--- src/rtl/ict_pkg.sv ---
`timescale 1ns/1ps
package ict_pkg;
  typedef enum logic [2:0] {
    OP_JREG  = 3'd0,
    OP_JTAB  = 3'd1,
    OP_JMEM  = 3'd2,
    OP_BAL   = 3'd3,
    OP_CALLR = 3'd4,
    OP_CALLM = 3'd5
  } ict_op_e;

  typedef struct packed {
    logic jump_now;  // resolves without memory
    logic use_tab;   // table-scaled target
    logic mem;       // target comes from memory
    logic link;      // writes fixed link register
    logic push;      // pushes return address
    logic illegal;   // unknown code
  } ict_ctl_t;

  typedef enum logic {
    ST_IDLE = 1'b0,
    ST_WAIT = 1'b1
  } ict_state_e;
endpackage

--- src/rtl/ict_decode.sv ---
`timescale 1ns/1ps
module ict_decode
  import ict_pkg::*;
(
  input  logic [2:0] op_code,
  output ict_ctl_t   ctl
);
  always_comb begin
    ctl = '0;
    case (op_code)
      OP_JREG:  ctl.jump_now = 1'b1;
      OP_JTAB:  begin ctl.jump_now = 1'b1; ctl.use_tab = 1'b1; end
      OP_JMEM:  ctl.mem = 1'b1;
      OP_BAL:   begin ctl.jump_now = 1'b1; ctl.link = 1'b1; end
      OP_CALLR: begin ctl.jump_now = 1'b1; ctl.push = 1'b1; end
      OP_CALLM: begin ctl.mem = 1'b1; ctl.push = 1'b1; end
      default:  ctl.illegal = 1'b1;
    endcase
  end
endmodule

--- src/rtl/ict_target.sv ---
`timescale 1ns/1ps
module ict_target #(
  parameter int XLEN        = 32,
  parameter int LIT_W       = 16,
  parameter int SKIP_W      = 6,
  parameter int ENTRY_SHIFT = 3
) (
  input  logic [XLEN-1:0]   cur_pc,
  input  logic [XLEN-1:0]   src_val,
  input  logic [LIT_W-1:0]  lit_val,
  input  logic [SKIP_W-1:0] skip_cnt,
  input  logic [XLEN-1:0]   sp_in,
  output logic [XLEN-1:0]   tab_pc,
  output logic [XLEN-1:0]   mem_addr,
  output logic [XLEN-1:0]   bal_ret,
  output logic [XLEN-1:0]   skip_ret,
  output logic [XLEN-1:0]   push_sp
);
  localparam int PC_BYTES  = 4;
  localparam int PC_SHIFT  = 2;

  function automatic logic [XLEN-1:0] zext_lit(input logic [LIT_W-1:0] v);
    return {{(XLEN-LIT_W){1'b0}}, v};
  endfunction

  function automatic logic [XLEN-1:0] f_table_pc(input logic [LIT_W-1:0] base,
                                                 input logic [XLEN-1:0] idx);
    return zext_lit(base) + (idx << ENTRY_SHIFT);
  endfunction

  function automatic logic [XLEN-1:0] f_load_addr(input logic [XLEN-1:0] reg_v,
                                                  input logic [LIT_W-1:0] off);
    return reg_v + zext_lit(off);
  endfunction

  function automatic logic [XLEN-1:0] f_skip_ret(input logic [XLEN-1:0] pc,
                                                 input logic [SKIP_W-1:0] n);
    return pc + ({{(XLEN-SKIP_W){1'b0}}, n} << PC_SHIFT);
  endfunction

  function automatic logic [XLEN-1:0] f_lower_sp(input logic [XLEN-1:0] sp);
    return sp - XLEN'(PC_BYTES);
  endfunction

  assign tab_pc   = f_table_pc(lit_val, src_val);
  assign mem_addr = f_load_addr(src_val, lit_val);
  assign bal_ret  = cur_pc + XLEN'(PC_BYTES);
  assign skip_ret = f_skip_ret(cur_pc, skip_cnt);
  assign push_sp  = f_lower_sp(sp_in);
endmodule

--- src/rtl/ict_core.sv ---
`timescale 1ns/1ps
module ict_core
  import ict_pkg::*;
#(
  parameter int XLEN = 32
) (
  input  logic            clk,
  input  logic            rst_n,
  input  logic            op_valid,
  input  ict_ctl_t        ctl,
  input  logic [XLEN-1:0] src_val,
  input  logic [XLEN-1:0] tab_pc,
  input  logic [XLEN-1:0] mem_addr,
  input  logic [XLEN-1:0] bal_ret,
  input  logic [XLEN-1:0] skip_ret,
  input  logic [XLEN-1:0] sp_in,
  input  logic [XLEN-1:0] push_sp,
  input  logic [XLEN-1:0] rd_data,
  input  logic            rd_fault,
  output logic            busy,
  output logic            rd_req,
  output logic [XLEN-1:0] rd_addr,
  output logic            npc_valid,
  output logic [XLEN-1:0] npc,
  output logic            link_we,
  output logic [XLEN-1:0] link_val,
  output logic            wr_en,
  output logic [XLEN-1:0] wr_addr,
  output logic [XLEN-1:0] wr_data,
  output logic            sp_we,
  output logic [XLEN-1:0] sp_out,
  output logic            exc,
  output logic [XLEN-1:0] exc_addr,
  output logic            illegal
);
  localparam int PC_BYTES = 4;

  ict_state_e      state;
  logic            sv_push;
  logic [XLEN-1:0] sv_addr, sv_ret, sv_sp, sv_sp_new;

  // named events for the checks
  logic accept, resolve;
  assign accept  = op_valid && (state == ST_IDLE);
  assign resolve = (state == ST_WAIT);

  assign busy    = resolve;
  assign rd_req  = accept && ctl.mem;
  assign rd_addr = mem_addr;

  always_ff @(posedge clk) begin
    if (!rst_n) begin
      state     <= ST_IDLE;
      sv_push   <= 1'b0;
      sv_addr   <= '0;
      sv_ret    <= '0;
      sv_sp     <= '0;
      sv_sp_new <= '0;
      npc_valid <= 1'b0;
      npc       <= '0;
      link_we   <= 1'b0;
      link_val  <= '0;
      wr_en     <= 1'b0;
      wr_addr   <= '0;
      wr_data   <= '0;
      sp_we     <= 1'b0;
      sp_out    <= '0;
      exc       <= 1'b0;
      exc_addr  <= '0;
      illegal   <= 1'b0;
    end else begin
      npc_valid <= 1'b0;
      link_we   <= 1'b0;
      wr_en     <= 1'b0;
      sp_we     <= 1'b0;
      exc       <= 1'b0;
      illegal   <= 1'b0;
      if (resolve) begin
        state <= ST_IDLE;
        if (rd_fault) begin
          exc      <= 1'b1;
          exc_addr <= sv_addr;
        end else begin
          npc_valid <= 1'b1;
          npc       <= rd_data;
          if (sv_push) begin
            wr_en   <= 1'b1;
            wr_addr <= sv_sp;
            wr_data <= sv_ret;
            sp_we   <= 1'b1;
            sp_out  <= sv_sp_new;
          end
        end
      end else if (accept) begin
        if (ctl.illegal) begin
          illegal <= 1'b1;
        end else if (ctl.mem) begin
          state     <= ST_WAIT;
          sv_addr   <= mem_addr;
          sv_ret    <= skip_ret;
          sv_sp     <= sp_in;
          sv_sp_new <= push_sp;
          sv_push   <= ctl.push;
        end else begin
          npc_valid <= 1'b1;
          npc       <= ctl.use_tab ? tab_pc : src_val;
          if (ctl.link) begin
            link_we  <= 1'b1;
            link_val <= bal_ret;
          end
          if (ctl.push) begin
            wr_en   <= 1'b1;
            wr_addr <= sp_in;
            wr_data <= skip_ret;
            sp_we   <= 1'b1;
            sp_out  <= push_sp;
          end
        end
      end
    end
  end

  // fault suppresses every committing strobe
  assert_fault_no_commit_R7: assert property (@(posedge clk) disable iff (!rst_n)
    exc |-> (!npc_valid && !wr_en && !sp_we));

  // stack write and pointer update travel together, pointer lowered one PC
  assert_push_paired_R5: assert property (@(posedge clk) disable iff (!rst_n)
    wr_en |-> (sp_we && (sp_out == wr_addr - XLEN'(PC_BYTES))));

  // wait lasts exactly one cycle
  assert_wait_single_R8: assert property (@(posedge clk) disable iff (!rst_n)
    busy |=> !busy);

  // a read request always leads into the wait cycle
  assert_req_then_busy_R3: assert property (@(posedge clk) disable iff (!rst_n)
    rd_req |=> busy);

  // no read request while waiting
  assert_no_req_busy_R8: assert property (@(posedge clk) disable iff (!rst_n)
    busy |-> !rd_req);

  // illegal code raises nothing else
  assert_illegal_quiet_R9: assert property (@(posedge clk) disable iff (!rst_n)
    illegal |-> (!npc_valid && !exc && !wr_en && !link_we && !sp_we));

  // link write only with a PC and without a push
  assert_link_alone_R4: assert property (@(posedge clk) disable iff (!rst_n)
    link_we |-> (npc_valid && !wr_en));
endmodule

--- src/rtl/ict_unit.sv ---
`timescale 1ns/1ps
module ict_unit
  import ict_pkg::*;
#(
  parameter int XLEN        = 32,
  parameter int LIT_W       = 16,
  parameter int SKIP_W      = 6,
  parameter int ENTRY_SHIFT = 3
) (
  input  logic              clk,
  input  logic              rst_n,
  input  logic              op_valid,
  input  logic [2:0]        op_code,
  input  logic [XLEN-1:0]   cur_pc,
  input  logic [XLEN-1:0]   src_val,
  input  logic [LIT_W-1:0]  lit_val,
  input  logic [SKIP_W-1:0] skip_cnt,
  input  logic [XLEN-1:0]   sp_in,
  output logic              busy,
  output logic              rd_req,
  output logic [XLEN-1:0]   rd_addr,
  input  logic [XLEN-1:0]   rd_data,
  input  logic              rd_fault,
  output logic              npc_valid,
  output logic [XLEN-1:0]   npc,
  output logic              link_we,
  output logic [XLEN-1:0]   link_val,
  output logic              wr_en,
  output logic [XLEN-1:0]   wr_addr,
  output logic [XLEN-1:0]   wr_data,
  output logic              sp_we,
  output logic [XLEN-1:0]   sp_out,
  output logic              exc,
  output logic [XLEN-1:0]   exc_addr,
  output logic              illegal
);
  ict_ctl_t        ctl;
  logic [XLEN-1:0] tab_pc, mem_addr, bal_ret, skip_ret, push_sp;

  ict_decode u_dec (
    .op_code (op_code),
    .ctl     (ctl)
  );

  ict_target #(
    .XLEN(XLEN), .LIT_W(LIT_W), .SKIP_W(SKIP_W), .ENTRY_SHIFT(ENTRY_SHIFT)
  ) u_tgt (
    .cur_pc   (cur_pc),
    .src_val  (src_val),
    .lit_val  (lit_val),
    .skip_cnt (skip_cnt),
    .sp_in    (sp_in),
    .tab_pc   (tab_pc),
    .mem_addr (mem_addr),
    .bal_ret  (bal_ret),
    .skip_ret (skip_ret),
    .push_sp  (push_sp)
  );

  ict_core #(.XLEN(XLEN)) u_core (
    .clk       (clk),
    .rst_n     (rst_n),
    .op_valid  (op_valid),
    .ctl       (ctl),
    .src_val   (src_val),
    .tab_pc    (tab_pc),
    .mem_addr  (mem_addr),
    .bal_ret   (bal_ret),
    .skip_ret  (skip_ret),
    .sp_in     (sp_in),
    .push_sp   (push_sp),
    .rd_data   (rd_data),
    .rd_fault  (rd_fault),
    .busy      (busy),
    .rd_req    (rd_req),
    .rd_addr   (rd_addr),
    .npc_valid (npc_valid),
    .npc       (npc),
    .link_we   (link_we),
    .link_val  (link_val),
    .wr_en     (wr_en),
    .wr_addr   (wr_addr),
    .wr_data   (wr_data),
    .sp_we     (sp_we),
    .sp_out    (sp_out),
    .exc       (exc),
    .exc_addr  (exc_addr),
    .illegal   (illegal)
  );

  // decoded classes are mutually exclusive for any accepted code
  assert_class_exclusive_R9: assert property (@(posedge clk) disable iff (!rst_n)
    op_valid |-> $onehot({ctl.jump_now, ctl.mem, ctl.illegal}));

  // strobes are quiet in the first cycle out of reset
  assert_quiet_after_reset_R10: assert property (@(posedge clk) disable iff (!rst_n)
    $rose(rst_n) |-> (!npc_valid && !wr_en && !exc && !busy));
endmodule

--- config.mk ---
export PLATFORM = sky130hd
export DESIGN_NAME = ict_unit
export DESIGN_NICKNAME = d
export VERILOG_FILES = /design/src/rtl/ict_pkg.sv /design/src/rtl/ict_decode.sv /design/src/rtl/ict_target.sv /design/src/rtl/ict_core.sv /design/src/rtl/ict_unit.sv
export SDC_FILE = /design/constraint.sdc
export NUM_CORES = 1
export LEC_CHECK = 0
export ABC_AREA = 0
export CORE_ASPECT_RATIO = 1.5
export CORE_MARGIN = 3
export CORE_UTILIZATION = 53
export CTS_CLUSTER_DIAMETER = 30
export DETAILED_ROUTE_END_ITERATION = 16
export DONT_BUFFER_PORTS = 1
export PLACE_DENSITY = 0.68
export SYNTH_ARGS = -nofsm -noshare
export SYNTH_HDL_FRONTEND = slang
export SYNTH_SLANG_ARGS = --single-unit
export TNS_END_PERCENT = 10
--- constraint.sdc ---
create_clock -name clk -period 8.45 [get_ports clk]
set_clock_uncertainty 0.05 [all_clocks]
set_input_delay 2.535 -clock clk [delete_from_list [all_inputs] [get_ports clk]]
set_output_delay 2.535 -clock clk [all_outputs]
set_load 0.05 [all_outputs]
Yosys cells after proc, flatten, opt, wreduce, memory -nomap -nowiden

Index checks and enable logic that the tools add are counted.

Register bits: 327
Output and inout port bits: 232

Add/sub/neg operators: 5
Equal/unequal tests: 8
Muxes and demuxes: 47
Bitwise operators: 5
Reduce and logical (&&, ||, !) cells: 18

Operators with widths:

| kind                  | count |
|---|---|
| $mux 32               | 27 |
| $add 16x32->32        | 1 |
| $add 32x16->32        | 1 |
| $add 32x3->32 const B | 1 |
| $add 32x8->32         | 1 |
| $sub 32x3->32 const B | 1 |
| $mux 1                | 20 |
| $reduce_and 4->1      | 2 |
| $eq 3x2->1 const B    | 2 |
| $eq 3x3->1 const B    | 2 |
| $ne 2x2->1 const B    | 3 |
| $reduce_and 6->1      | 1 |
| $reduce_bool 2->1     | 3 |
| $reduce_or 6->1       | 1 |
| $not 1->1             | 5 |
| $reduce_and 5->1      | 1 |
| $reduce_or 5->1       | 1 |
| $reduce_and 2->1      | 2 |
| $reduce_or 2->1       | 2 |
| $reduce_or 4->1       | 1 |
| $eq 3x1->1 const B    | 1 |
| $logic_not 3->1       | 1 |
| $reduce_or 3->1       | 1 |
| $logic_and 1x1->1     | 2 |

Logic depth before layout (Yosys ltp)

Depth after elaboration: 8
Gate-level depth with buffers: 10

Hierarchy

A second synthesis with hierarchy kept.

Cells, all modules: 2,060
Area, all modules: 17,654.4 sq um

By module, submodules not included:

| module     | instances | cells an instance | area each (sq um) | seq. area each (sq um) |
|---|---|---|---|---|
| ict_core   | 1         | 1,518             | 13,977.2          | 6,546.3 |
| ict_target | 1         | 534               | 3,621.0           | 0.0 |
| ict_decode | 1         | 8                 | 56.3              | 0.0 |

Least setup slack after synthesis

Ideal clock, no wire load.

Path kind: input-to-output
From: in src_val[2]
To: out rd_addr[25]
Arrival time: 4.734 ns
Required time: 5.865 ns
Slack: 1.131 ns
Stages: 7
Path buffers: 0
Path through: ha_1 -> o21ai_0 -> o21ai_1 -> nand4_1 -> a21boi_1 -> o211ai_1 -> xnor2_1

Longest elaborated chain between the ends: 1

Ends and longest elaborated chain:

| what           | line             | text |
|---|---|---|
| from (decl)    | ict_unit.sv:15   | `input logic [XLEN-1:0] src_val,` |
| $add 32x16->32 | ict_target.sv:33 | `return reg_v + zext_lit(off);` |
| to (decl)      | ict_unit.sv:21   | `output logic [XLEN-1:0] rd_addr,` |

No other way between the ends.

Worst setup path in the final report

From: in src_val[2]
To: out rd_addr[29]

The elaborated chain is that of the path after synthesis.

==> results.md <==
- Pins Over Slew Limit: 0
- Final setup vio count: 0
- Pwr/cell area: between 200 and 250 nW/um2
- Total number of vias: 14690
- Synth Warn #: 0
- Max Cap Viol: 0
- Cell Area, Placed: 16320 um2
- Gate power share: 11.8%
- Fin crit share: roughly 92%
- CP startpoint kind: primary input
- Vias/cell: between 6 and 7
- Clock power share: 47.2%
- Clk buf depth: 3
- DP Worst Slack: 0.6880 ns
- Die W: 148.4 um
- CTS tree: done
- Die Area: 32610 um2
- CTS Hold Buffers Added: 0
- Finished Layout Cells: 2394
- Seq pwr share: roughly two fifths
- Reg2reg setup slack: 5.34 ns
- Top FF cell, synth: dfxtp_1
- Internal: 3.014 mW
- Fillers: 2681
- Max stage delay cell, worst path: a21boi_1
- CP max stage delay: between 0.5 and 0.6 ns
- FF/Latch Area: between 6000 and 7000 um2
- # rows: 77
- Multi-input logic area: 9001 um2
- RePlAce Congestion: around 1
- Vias in the first global route: roughly 14000
- Antenna-violating nets left: 0
- GRT Resource Usage Total: ~30%
- Synthesized instance count: 2021
- Worst Hold Class: reg2reg
- Top delay family on crit path: compound AO/OA/AOI/OAI gates
- H-tree levels: 2
- FFs w/ async S/R, synth: 0%
- Critical Path AT: 5.21 ns
- Outcome: completed
- Largest net degree at the start of global routing: 173
- Sw frac: 29.29%
- WL/cell: 21.31 um
- Critical path endpoint category: primary output
- RSZ-0062 raised after global routing: false
- CP required: 5.87 ns
- First-pass iteration count of the detailed router: 5
- Post-DP HPWL: 35.62 mm
- Clock sinks: 323
- Critical-path maximum fanout: 7
- Cell Area, Synth: 16130 um2
- Peak VDD IR: between 150 and 200 uV
- Yosys cell types: 75
- Number of synthesized register bits: 323
- Post-synth EDFFs: 0
- Effective utilization at floorplan: 54.18%
- Seq/Total Area, Yosys: between 40% and 50%
- P_sw: 1.249 mW
- Routed WL: between 50 and 60 mm
- Least-Margin Pin Slew: approximately 1.2 ns
- Crit path buf inv count: 0
- Die H: between 200 and 250 um
- Fin. Hold Viols: 0
- Avg Cell Area, Syn: 7.981 um2
- Area Overhead vs Synth: 11.41%
- Fin crit period: roughly 7.8 ns
- CP Class: in2out
- Final Worst Setup Slack: ~0.66 ns
- Resized cells post-CTS: 0
- Post-CTS Setup Inserts: 0
- Final Cell Area: 17970 um2
- Syn Nets: 2218
- Share of cells above drive strength 1: 7.661%
- GRT overflow: 0
- Crit path cell chain: ha_1 > o21ai_0 > o21ai_1 > nand4_1 > a21boi_1 > o211ai_1 > or3_1 > nand2_1
- Max Clock Freq: 128.4 MHz
- DRC Markers: 0
- Leak Pwr: 6.280 nW
- Most common cell after layout, fill and taps aside: dfxtp_1
- Rel. slew slack: roughly 16%
- Detailed Route Iter0 Violations: between 800 and 900
- Antenna violations before repair: 3
- CTS clk-pin slew, worst paths: 0.05 ns
- # IOs: about 390
- PortBufs: 0
- Most frequent cells in the layout: 322 x dfxtp_1, 316 x nand2_1, 200 x nor2_1, 173 x a21oi_1, 119 x o21ai_0
- Cells after DPL: 2302
- Setup TNS: 0 ns
- Root Driver: clkbuf_16
- CTS buffer count: 50
- Worst-Skew Late Latency: 0.56 ns
- Core area: 29770 um2
- Global-route wire length before repair: 78.17 mm
- Final Core Density: 60.37%
- Final Net Count: 2156
power groups by stage:
| stage | sequential, mW | clock (mW) | combinational, mW |
|---|---|---|---|
| 6_report | 1.75 | 2.01 | 0.501 |
| 5_1_grt | 1.76 | 2.11 | 0.548 |
| 4_1_cts | 1.75 | 2.04 | 0.499 |
| 3_5_place_dp | 1.78 | 0 | 0.497 |
| 3_3_place_gp | 1.78 | 0 | 0.489 |
| 2_1_floorplan | 1.76 | 0 | 0.407 |
final cells by class:
class | count | share of cell area (%)
timing repair buffer | 36 | 1.504
sequential | 323 | 36.00
clock inverter | 28 | 1.727
clock buffer | 62 | 7.436
tap | 395 | 2.750
antenna | 2 | 0.02785
inverter | 19 | 0.4665
multi-input combinational | 1529 | 50.09
synthesized netlist by cell type (all sizes together), types with 30 or more instances:
master | instances | area, um2
nor2 | 202 | 758.2
nand3 | 65 | 325.3
nand2 | 318 | 1194
mux2i | 45 | 450.4
xnor2 | 73 | 639.4
nor3 | 44 | 220.2
a21oi | 175 | 879.6
dfxtp | 323 | 6466
a211oi | 93 | 698.2
buf | 30 | 166.4
ha | 37 | 462.9
o21ai | 122 | 614.3
clkbuf | 120 | 455.4
xor2 | 50 | 437.9
path summary, 6_finish.rpt:
check / from / to / cells past startpoint
hold reg to reg: u_core.sv_addr[15] / u_core.exc_addr[15] / 2
setup / recovery: src_val[2] / rd_addr[29] / 8
setup reg to reg: u_core.busy / u_core.wr_addr[21] / 7
hold / removal: u_core.sv_addr[15] / u_core.exc_addr[15] / 2
sequential cells by signal, summed over array words and instances (netlist names):
register	cells
u_core.exc_addr	32
u_core.link_val	32
u_core.npc	32
u_core.sp_out	32
u_core.sv_addr	32
u_core.sv_ret	32
u_core.sv_sp_new	32
u_core.wr_data	32
u_core.sv_sp	30
u_core.wr_addr	30
u_core.busy	1
u_core.exc	1
u_core.illegal	1
u_core.link_we	1
u_core.npc_valid	1
u_core.sp_we	1
u_core.sv_push	1
kinds of logic after synthesis:
| group | Yosys count | share of synthesized area, % |
|---|---|---|
| adder cells (fa/ha/maj) | 40 | 3.242 |
| multiplexers | 45 | 2.792 |
| buffers and inverters | 169 | 4.297 |
| flip-flops | 323 | 40.09 |
| AND/OR/NAND/NOR | 765 | 21.25 |
| XOR/XNOR | 123 | 6.679 |
| AO/OA/AOI/OAI | 556 | 21.65 |
through the flow:
step	power [mW]	hold slack, ns
final	4.263	0.3987
after detailed placement	2.279	0.3920
after CTS	4.292	0.3999
after global routing	4.410	0.4164
after global placement	2.270	0.3841
after floorplan	2.169	0.3773
per-layer routing:
| layer | wire length [um] | part of all wire, % | vias up | track usage, % |
|---|---|---|---|---|
| met5 | 26 | 0.051 | - | 0 |
| met4 | 2058 | 4.0 | 4 | 12.79 |
| met3 | 5094 | 10 | 149 | 9.875 |
| met2 | 25220 | 49 | 571 | 51.39 |
| met1 | 18610 | 36 | 6935 | 33.11 |
| li1 | - | - | 7034 | - |
worst register-to-register path, stage by stage (launching register included):
cell and delay, ns:
dfxtp_4 0.47, buf_4 0.63, nand2_1 0.11, o21ai_0 0.15, and2_4 0.71, buf_4 0.56
nor2_1 0.11, a211oi_1 0.24
Note: power is estimated with default switching activity, not from simulation.
